===== src/rtl/nrzi_tx_pkg.sv =====
package nrzi_tx_pkg;

  typedef enum logic {
    ORDER_MSB_FIRST = 1'b0,
    ORDER_LSB_FIRST = 1'b1
  } bit_order_e;

  // next NRZI level: park at 0 under force, otherwise a 1 toggles
  function automatic logic nrzi_next(logic level, logic nrz_bit, logic park);
    return park ? 1'b0 : (level ^ nrz_bit);
  endfunction

endpackage


===== src/rtl/nrzi_sym_timer.sv =====
module nrzi_sym_timer #(
  parameter int SYM_W = 5
) (
  input  logic clk,
  input  logic rst,
  output logic slot_first,
  output logic slot_last
);
  localparam int CW = (SYM_W > 2) ? $clog2(SYM_W) : 1;
  localparam logic [CW-1:0] LAST = CW'(SYM_W - 1);

  logic [CW-1:0] cnt;

  always_ff @(posedge clk) begin
    if (rst)               cnt <= '0;
    else if (cnt == LAST)  cnt <= '0;
    else                   cnt <= cnt + 1'b1;
  end

  assign slot_first = (cnt == '0);
  assign slot_last  = (cnt == LAST);


  cnt_range_chk: assert property (@(posedge clk) disable iff (rst)
    ({1'b0, cnt} < (CW+1)'(SYM_W)));


  single_ready_chk: assert property (@(posedge clk) disable iff (rst)
    slot_first |=> !slot_first);

endmodule


===== src/rtl/nrzi_sym_capture.sv =====
module nrzi_sym_capture #(
  parameter int               SYM_W = 5,
  parameter logic [SYM_W-1:0] IDLE  = '0
) (
  input  logic             clk,
  input  logic             rst,
  input  logic             slot_first,
  input  logic             in_valid,
  input  logic [SYM_W-1:0] in_data,
  output logic             in_ready,
  output logic [SYM_W-1:0] held
);
  logic armed;

  assign in_ready = slot_first;

  always_ff @(posedge clk) begin
    if (rst) begin
      held  <= IDLE;
      armed <= 1'b0;
    end else begin
      armed <= 1'b1;
      if (slot_first) held <= in_valid ? in_data : IDLE;
    end
  end


  hold_stable_chk: assert property (@(posedge clk) disable iff (rst)
    (armed && !$past(slot_first)) |-> $stable(held));


  idle_fill_chk: assert property (@(posedge clk) disable iff (rst)
    (armed && $past(slot_first) && !$past(in_valid)) |-> (held == IDLE));

endmodule


===== src/rtl/nrzi_shifter.sv =====
module nrzi_shifter
  import nrzi_tx_pkg::*;
#(
  parameter int         SYM_W = 5,
  parameter bit_order_e ORDER = ORDER_MSB_FIRST
) (
  input  logic             clk,
  input  logic             rst,
  input  logic             load,
  input  logic [SYM_W-1:0] load_data,
  output logic             nrz
);
  localparam int TOP = SYM_W - 1;

  logic [SYM_W-1:0] sh;
  logic             lead;
  logic             armed;

  generate
    if (ORDER == ORDER_MSB_FIRST) begin : g_msb
      always_ff @(posedge clk) begin
        if (rst)       sh <= '0;
        else if (load) sh <= load_data;
        else           sh <= {sh[TOP-1:0], 1'b0};
      end
      assign nrz  = sh[TOP];
      assign lead = load_data[TOP];
    end else begin : g_lsb
      always_ff @(posedge clk) begin
        if (rst)       sh <= '0;
        else if (load) sh <= load_data;
        else           sh <= {1'b0, sh[TOP:1]};
      end
      assign nrz  = sh[0];
      assign lead = load_data[0];
    end
  endgenerate

  always_ff @(posedge clk) begin
    if (rst) armed <= 1'b0;
    else     armed <= 1'b1;
  end


  lead_bit_chk: assert property (@(posedge clk) disable iff (rst)
    (armed && $past(load)) |-> (nrz == $past(lead)));

endmodule


===== src/rtl/nrzi_line_encoder.sv =====
module nrzi_line_encoder
  import nrzi_tx_pkg::*;
(
  input  logic clk,
  input  logic rst,
  input  logic nrz,
  input  logic park,
  output logic tx_p,
  output logic tx_n
);
  logic lvl_next;
  logic armed;

  assign lvl_next = nrzi_next(tx_p, nrz, park);

  always_ff @(posedge clk) begin
    if (rst) begin
      tx_p  <= 1'b0;
      tx_n  <= 1'b1;
      armed <= 1'b0;
    end else begin
      tx_p  <= lvl_next;
      tx_n  <= ~lvl_next;
      armed <= 1'b1;
    end
  end


  park_low_chk: assert property (@(posedge clk) disable iff (rst)
    (armed && $past(park)) |-> (!tx_p && tx_n));


  toggle_rule_chk: assert property (@(posedge clk) disable iff (rst)
    (armed && !$past(park)) |-> (tx_p == ($past(tx_p) ^ $past(nrz))));


  pair_inverse_chk: assert property (@(posedge clk) disable iff (rst)
    tx_n == !tx_p);

endmodule


===== src/rtl/nrzi_tx_serializer.sv =====
module nrzi_tx_serializer
  import nrzi_tx_pkg::*;
#(
  parameter int               SYM_W       = 5,
  parameter logic [SYM_W-1:0] IDLE_SYMBOL = '0,
  parameter bit_order_e       ORDER       = ORDER_MSB_FIRST
) (
  input  logic             clk,
  input  logic             rst,
  input  logic             sym_valid,
  input  logic [SYM_W-1:0] sym_data,
  output logic             sym_ready,
  input  logic             force_zero,
  output logic             tx_p,
  output logic             tx_n,
  output logic             nrz_loop
);
  logic             slot_first;
  logic             slot_last;
  logic [SYM_W-1:0] held;

  nrzi_sym_timer #(.SYM_W(SYM_W)) u_timer (
    .clk        (clk),
    .rst        (rst),
    .slot_first (slot_first),
    .slot_last  (slot_last)
  );

  nrzi_sym_capture #(.SYM_W(SYM_W), .IDLE(IDLE_SYMBOL)) u_capture (
    .clk        (clk),
    .rst        (rst),
    .slot_first (slot_first),
    .in_valid   (sym_valid),
    .in_data    (sym_data),
    .in_ready   (sym_ready),
    .held       (held)
  );

  nrzi_shifter #(.SYM_W(SYM_W), .ORDER(ORDER)) u_shifter (
    .clk       (clk),
    .rst       (rst),
    .load      (slot_last),
    .load_data (held),
    .nrz       (nrz_loop)
  );

  nrzi_line_encoder u_line (
    .clk  (clk),
    .rst  (rst),
    .nrz  (nrz_loop),
    .park (force_zero),
    .tx_p (tx_p),
    .tx_n (tx_n)
  );

endmodule


===== config.mk =====
export PLATFORM = sky130hd
export DESIGN_NAME = nrzi_tx_serializer
export DESIGN_NICKNAME = d
export VERILOG_FILES = /design/src/rtl/nrzi_tx_pkg.sv /design/src/rtl/nrzi_sym_timer.sv /design/src/rtl/nrzi_sym_capture.sv /design/src/rtl/nrzi_shifter.sv /design/src/rtl/nrzi_line_encoder.sv /design/src/rtl/nrzi_tx_serializer.sv
export SDC_FILE = /design/constraint.sdc
export NUM_CORES = 1
export LEC_CHECK = 0
export BUFFER_PORTS_ARGS = -buffer_cell sky130_fd_sc_hd__buf_2
export CORE_AREA = 2 2 39 41
export CTS_CLUSTER_SIZE = 28
export DETAILED_ROUTE_END_ITERATION = 12
export DIE_AREA = 0 0 41 43
export PLACE_DENSITY_LB_ADDON = 0.08
export SETUP_SLACK_MARGIN = 0.05
export SLEW_MARGIN = 20
export SYNTH_ARGS = -nofsm -noshare
export SYNTH_HDL_FRONTEND = slang
export SYNTH_SLANG_ARGS = --single-unit

===== constraint.sdc =====
create_clock -name clk -period 1.93 [get_ports clk]
set_input_delay 0.0965 -clock clk [delete_from_list [all_inputs] [get_ports clk]]
set_output_delay 0.0965 -clock clk [all_outputs]
set_load 0.1 [all_outputs]

# Word-level counts from Yosys, hierarchy flattened
# Index checks and enable logic that the tools add are counted.
[op_classes] addsub=1 n_eq_ne=1 mux=3 bitwise_logic=3 n_reduce_logical=3
[op_table] cell="$mux W5" count=2
[op_table] cell="$reduce_or A2 Y1" count=2
[op_table] cell="$add A3 B1 Y3 const B" count=1
[op_table] cell="$eq A3 B3 Y1 const B" count=1
[op_table] cell="$logic_not A3 Y1" count=1
[op_table] cell="$not A1 Y1" count=2
[op_table] cell="$mux W1" count=1
[op_table] cell="$xor A1 B1 Y1" count=1
[totals] reg_bits=15 inputBits=9 out_inout_bits=4 wordCells=17

# Longest topological paths before layout
[depth] ltp_word=3 ltp_mapped=7 ltp_nobuf=6

# Cells and area by module
# A second synthesis with hierarchy kept.
[unflattened] hier_cells=56 hier_area_um2=575.6
[modules_own_cells] module="nrzi_sym_capture" instances=1 cells_per_inst=22 area_each_um2=200.2 seq_area_each_um2=100.1
[modules_own_cells] module="nrzi_shifter" instances=1 cells_per_inst=15 area_each_um2=176.4 seq_area_each_um2=100.1
[modules_own_cells] module="nrzi_sym_timer" instances=1 cells_per_inst=14 area_each_um2=138.9 seq_area_each_um2=60.1
[modules_own_cells] module="nrzi_line_encoder" instances=1 cells_per_inst=5 area_each_um2=60.1 seq_area_each_um2=40.0

# Worst setup path before layout
# OpenSTA, ideal clock, no wires.
[synth_path] path_kind="flip-flop to flip-flop" from="register u_shifter.sh[4]" to="register u_line.tx_n" setup_ns=0.139 arrival_time_ns=1.418 required_time_ns=1.791 path_slack_ns=0.373 path_stages_with_launch=3 path_buffers=0 period_less_slack_ns=1.557 path_cell_list="dfxtp_1 xnor2_1 or3_1"
[synth_via] elab_chain_cells=3
[synth_lines] item="start: declaration" line="nrzi_shifter.sv:15" source="logic [SYM_W-1:0] sh;"
[synth_lines] item="start signal: assignment" line="nrzi_shifter.sv:23" source="else if (load) sh <= load_data;"
[synth_lines] item="start signal: assignment" line="nrzi_shifter.sv:24" source="else sh <= {sh[TOP-1:0], 1'b0};"
[synth_lines] item="$xor A1 B1 Y1" line="nrzi_tx_pkg.sv:10" source="return park ? 1'b0 : (level ^ nrz_bit);"
[synth_lines] item="$mux W1" line="nrzi_tx_pkg.sv:10"
[synth_lines] item="$not A1 Y1" line="nrzi_line_encoder.sv:23" source="tx_n <= ~lvl_next;"
[synth_lines] item="end signal: assignment" line="nrzi_line_encoder.sv:23"
[synth_lines] item="end: declaration" line="nrzi_line_encoder.sv:9" source="output logic tx_n"
# Every way passes these cells.
# A chain may end at the register's enable or synchronous reset.

# Final worst setup path
[layout_path] from="register u_timer.cnt[0]" to="output sym_ready"
[layout_via] elab_chain_cells=1
[layout_lines] item="start: declaration" line="nrzi_sym_timer.sv:12" source="logic [CW-1:0] cnt;"
[layout_lines] item="start signal: assignment" line="nrzi_sym_timer.sv:17" source="else cnt <= cnt + 1'b1;"
[layout_lines] item="$logic_not A3 Y1" line="nrzi_sym_timer.sv:20" source="assign slot_first = (cnt == '0);"
[layout_lines] item="end: declaration" line="nrzi_tx_serializer.sv:12" source="output logic sym_ready,"
# Every way passes these cells.

==> metrics.yaml <==
global_route:
  antenna_found_initial: 0
  grt_pass1_wl_mm: 1.780
  grt_use_total_pct: 14.55
  gr-total-overflow: 0
  grt_max_degree: 15
  grt_pass1_vias: 398
critical_path:
  crit_fanout: 8
  path_class: "reg -> out"
  crit_required_ns: 1.83
  cp_cell_sequence: "inv_1 > ha_1 > nand2b_4 > inv_4 > buf_2"
  critPathBufInv: 3
  arrival_ns: 1.64
  cpPeakStageDelay_ns: 0.42
  start_kind: "flip-flop"
  slowest_stage: "buf_2"
  crit_family: "buffers and inverters"
  endpoint_kind: "primary output"
sta:
  whs_ns: 0.03551
  setup_viol: 0
  tightest_slew_ns: 0.4859
  min_period_ns: 1.734
  rsz0062_at_grt: "false"
  slew_violations: 0
  hold_violations: 0
  fin_skew_ns: 0.004772
  fmax_mhz: 576.7
  relSlewSlack_pct: 67.83
  finalCritPeriodShare_pct: 89.84
  fin_setup_tns_ns: 0
floorplanning:
  die_height_um: 43
  num_rows: 14
  initial_core_util_pct: 40.87
  core_area_mm2: 0.001384
  die-area_mm2: 0.001763
  num_io_pins: 13
  die_w_um: 41
logic_synthesis:
  yosys.area.top_type: "dfxtp_1"
  synth_cells: 62
  yosys_warnings: 0
  synth_nets: 73
  postSynthAreaPerCell_um2: 9.122
  ys_types: 18
  synth-seq-area-share_pct: 53.10
  ys_async_sr_fraction_pct: 0
  yosys-top-cells-area: "dfxtp_1 53%, a21oi_1 8.8%, nand3_1 8.0%"
  ys_ff_latch: 15
  synth_edf_count: 0
  synthFlopType: "dfxtp_1"
  syn_area_um2: 565.5
  synth.top_cell.area_share_pct: 53.10
pwr:
  switching_share_pct: 29.01
  p_clk_share_pct: 29.3
  p_leak_nw: 0.2652
  power_per_cell_area_mw_per_mm2: 922.9
  p_sw_mw: 0.1742
  seqPwrFrac_pct: 55.0
  ir_drop_v: 0.0003672
  combPwrFrac_pct: 15.7
  p_int_mw: 0.4263
place:
  dp_cells: 87
  postPlaceCellArea_um2: 623.1
  port_buffers: 12
  gp_congestion: 0.6817
clock_network:
  cts_resized: 0
  numCtsBuffers: 3
  cts_tree: "yes"
  cts.htree.levels: 1
  clk_pin_slew_worst_paths_ns: 0.09
  root_buffer: "clkbuf_4"
  cts_buffer_depth: 2
  clock_latency_ns: 0.28
  cts.sinks: 15
  post_cts_buffers: 0
  holdBufCountCts: 0
routing:
  drtIter0Drc: 2
  wire_per_inst_um: 10.30
  drt_pre_antenna_iters: 3
  via_per_inst: 4.604
  via_count: 419
  ant_nets: 0
  wl_um: 937
  drc: 0
final_layout:
  nNetsFinal: 87
  diodes: 0
  fill_cells: 141
  fin_area_um2: 650.6
  post-route-util_pct: 47.02
  synthToLayoutAreaGrowth_pct: 15.04
  instances_no_fill: 91
  drive_above_1_share_pct: 25.33
worst_hold_path:
  hold_path.class: "in -> reg"
run_status:
  status: "completed"
job:
  cap_violations: 0
[layout make-up]
class | instances | area (um2) | area share [%]
clock buffer | 3 | 22.52 | 3.462
clock inverter | 1 | 5.005 | 0.7692
inverter | 5 | 21.27 | 3.269
multi-input combinational | 39 | 221.5 | 34.04
sequential | 15 | 300.3 | 46.15
tap | 16 | 20.02 | 3.077
timing repair buffer | 12 | 60.06 | 9.231
[path summary, 6_finish.rpt]
| path | from | endpoint | slack [ns] | cells past startpoint |
|---|---|---|---|---|
| setup / recovery | u_timer.cnt[0] | sym_ready | 0.20 | 5 |
| hold reg to reg | u_shifter.sh[0] | u_shifter.sh[1] | 0.45 | 2 |
| setup reg to reg | u_timer.cnt[0] | u_timer.cnt[1] | 0.64 | 4 |
| hold / removal | force_zero | u_line.tx_n | 0.04 | 2 |
[synthesized netlist by cell type, types with 2 or more instances]
cell type and instances:
dfxtp_1 15, ha_1 2, nor3b_1 2, inv_1 3, a21oi_1 10, nand2_1 10
nand3_1 9
[cell families after synthesis]
kind of cell | after synthesis | synth area share [%]
xor+xnor | 1 | 1.549
buf+inv | 8 | 7.743
compound gates | 11 | 10.18
flops | 15 | 53.10
simple gates | 25 | 23.01
fa+ha+maj | 2 | 4.424
[power by group through the flow]
| stage | registers, mW | clock network (mW) | logic [mW] |
|---|---|---|---|
| after floorplan | 0.335 | 0 | 0.0794 |
| after CTS | 0.330 | 0.182 | 0.0945 |
| final | 0.330 | 0.176 | 0.0941 |
| after global placement | 0.338 | 0 | 0.0936 |
| after global routing | 0.333 | 0.198 | 0.104 |
| after detailed placement | 0.337 | 0 | 0.0941 |
[routing by layer]
layer,routed length (um),part of all wire [%],vias up,global-route usage (%)
li1,-,-,233,-
met2,386,41,9,18.75
met3,42,4.5,2,3.141
met1,500,53,175,21.64
met4,8,0.85,0,8.000
met5,0,0,-,0
[state kept, by name, summed over array words and instances (netlist names)]
| name | flops |
|---|---|
| u_line.tx_p | 1 |
| u_shifter.sh | 5 |
| u_capture.held | 5 |
| u_timer.cnt | 3 |
| u_line.tx_n | 1 |
[placed cells by master (no fill, tap or decap), drive strengths merged]
master  instances
nand2b          1
nand3           9
a21oi          10
inv             5
or3             1
a211oi          1
nand2          10
buf            12
ha              2
dfxtp          15
and3b           1
clkinv          1
nor2            1
nor3b           2
clkbuf          3
xnor2           1
[through the flow]
| stage | setup slack, ns | power [mW] |
|---|---|---|
| final | 0.1960 | 0.6005 |
| after global routing | 0.09315 | 0.6342 |
| after CTS | 0.1914 | 0.6067 |
| after detailed placement | 0.5144 | 0.4314 |
| after global placement | 0.5406 | 0.4311 |
| after floorplan | 0.3734 | 0.4146 |
(Power assumes the default switching activity.)
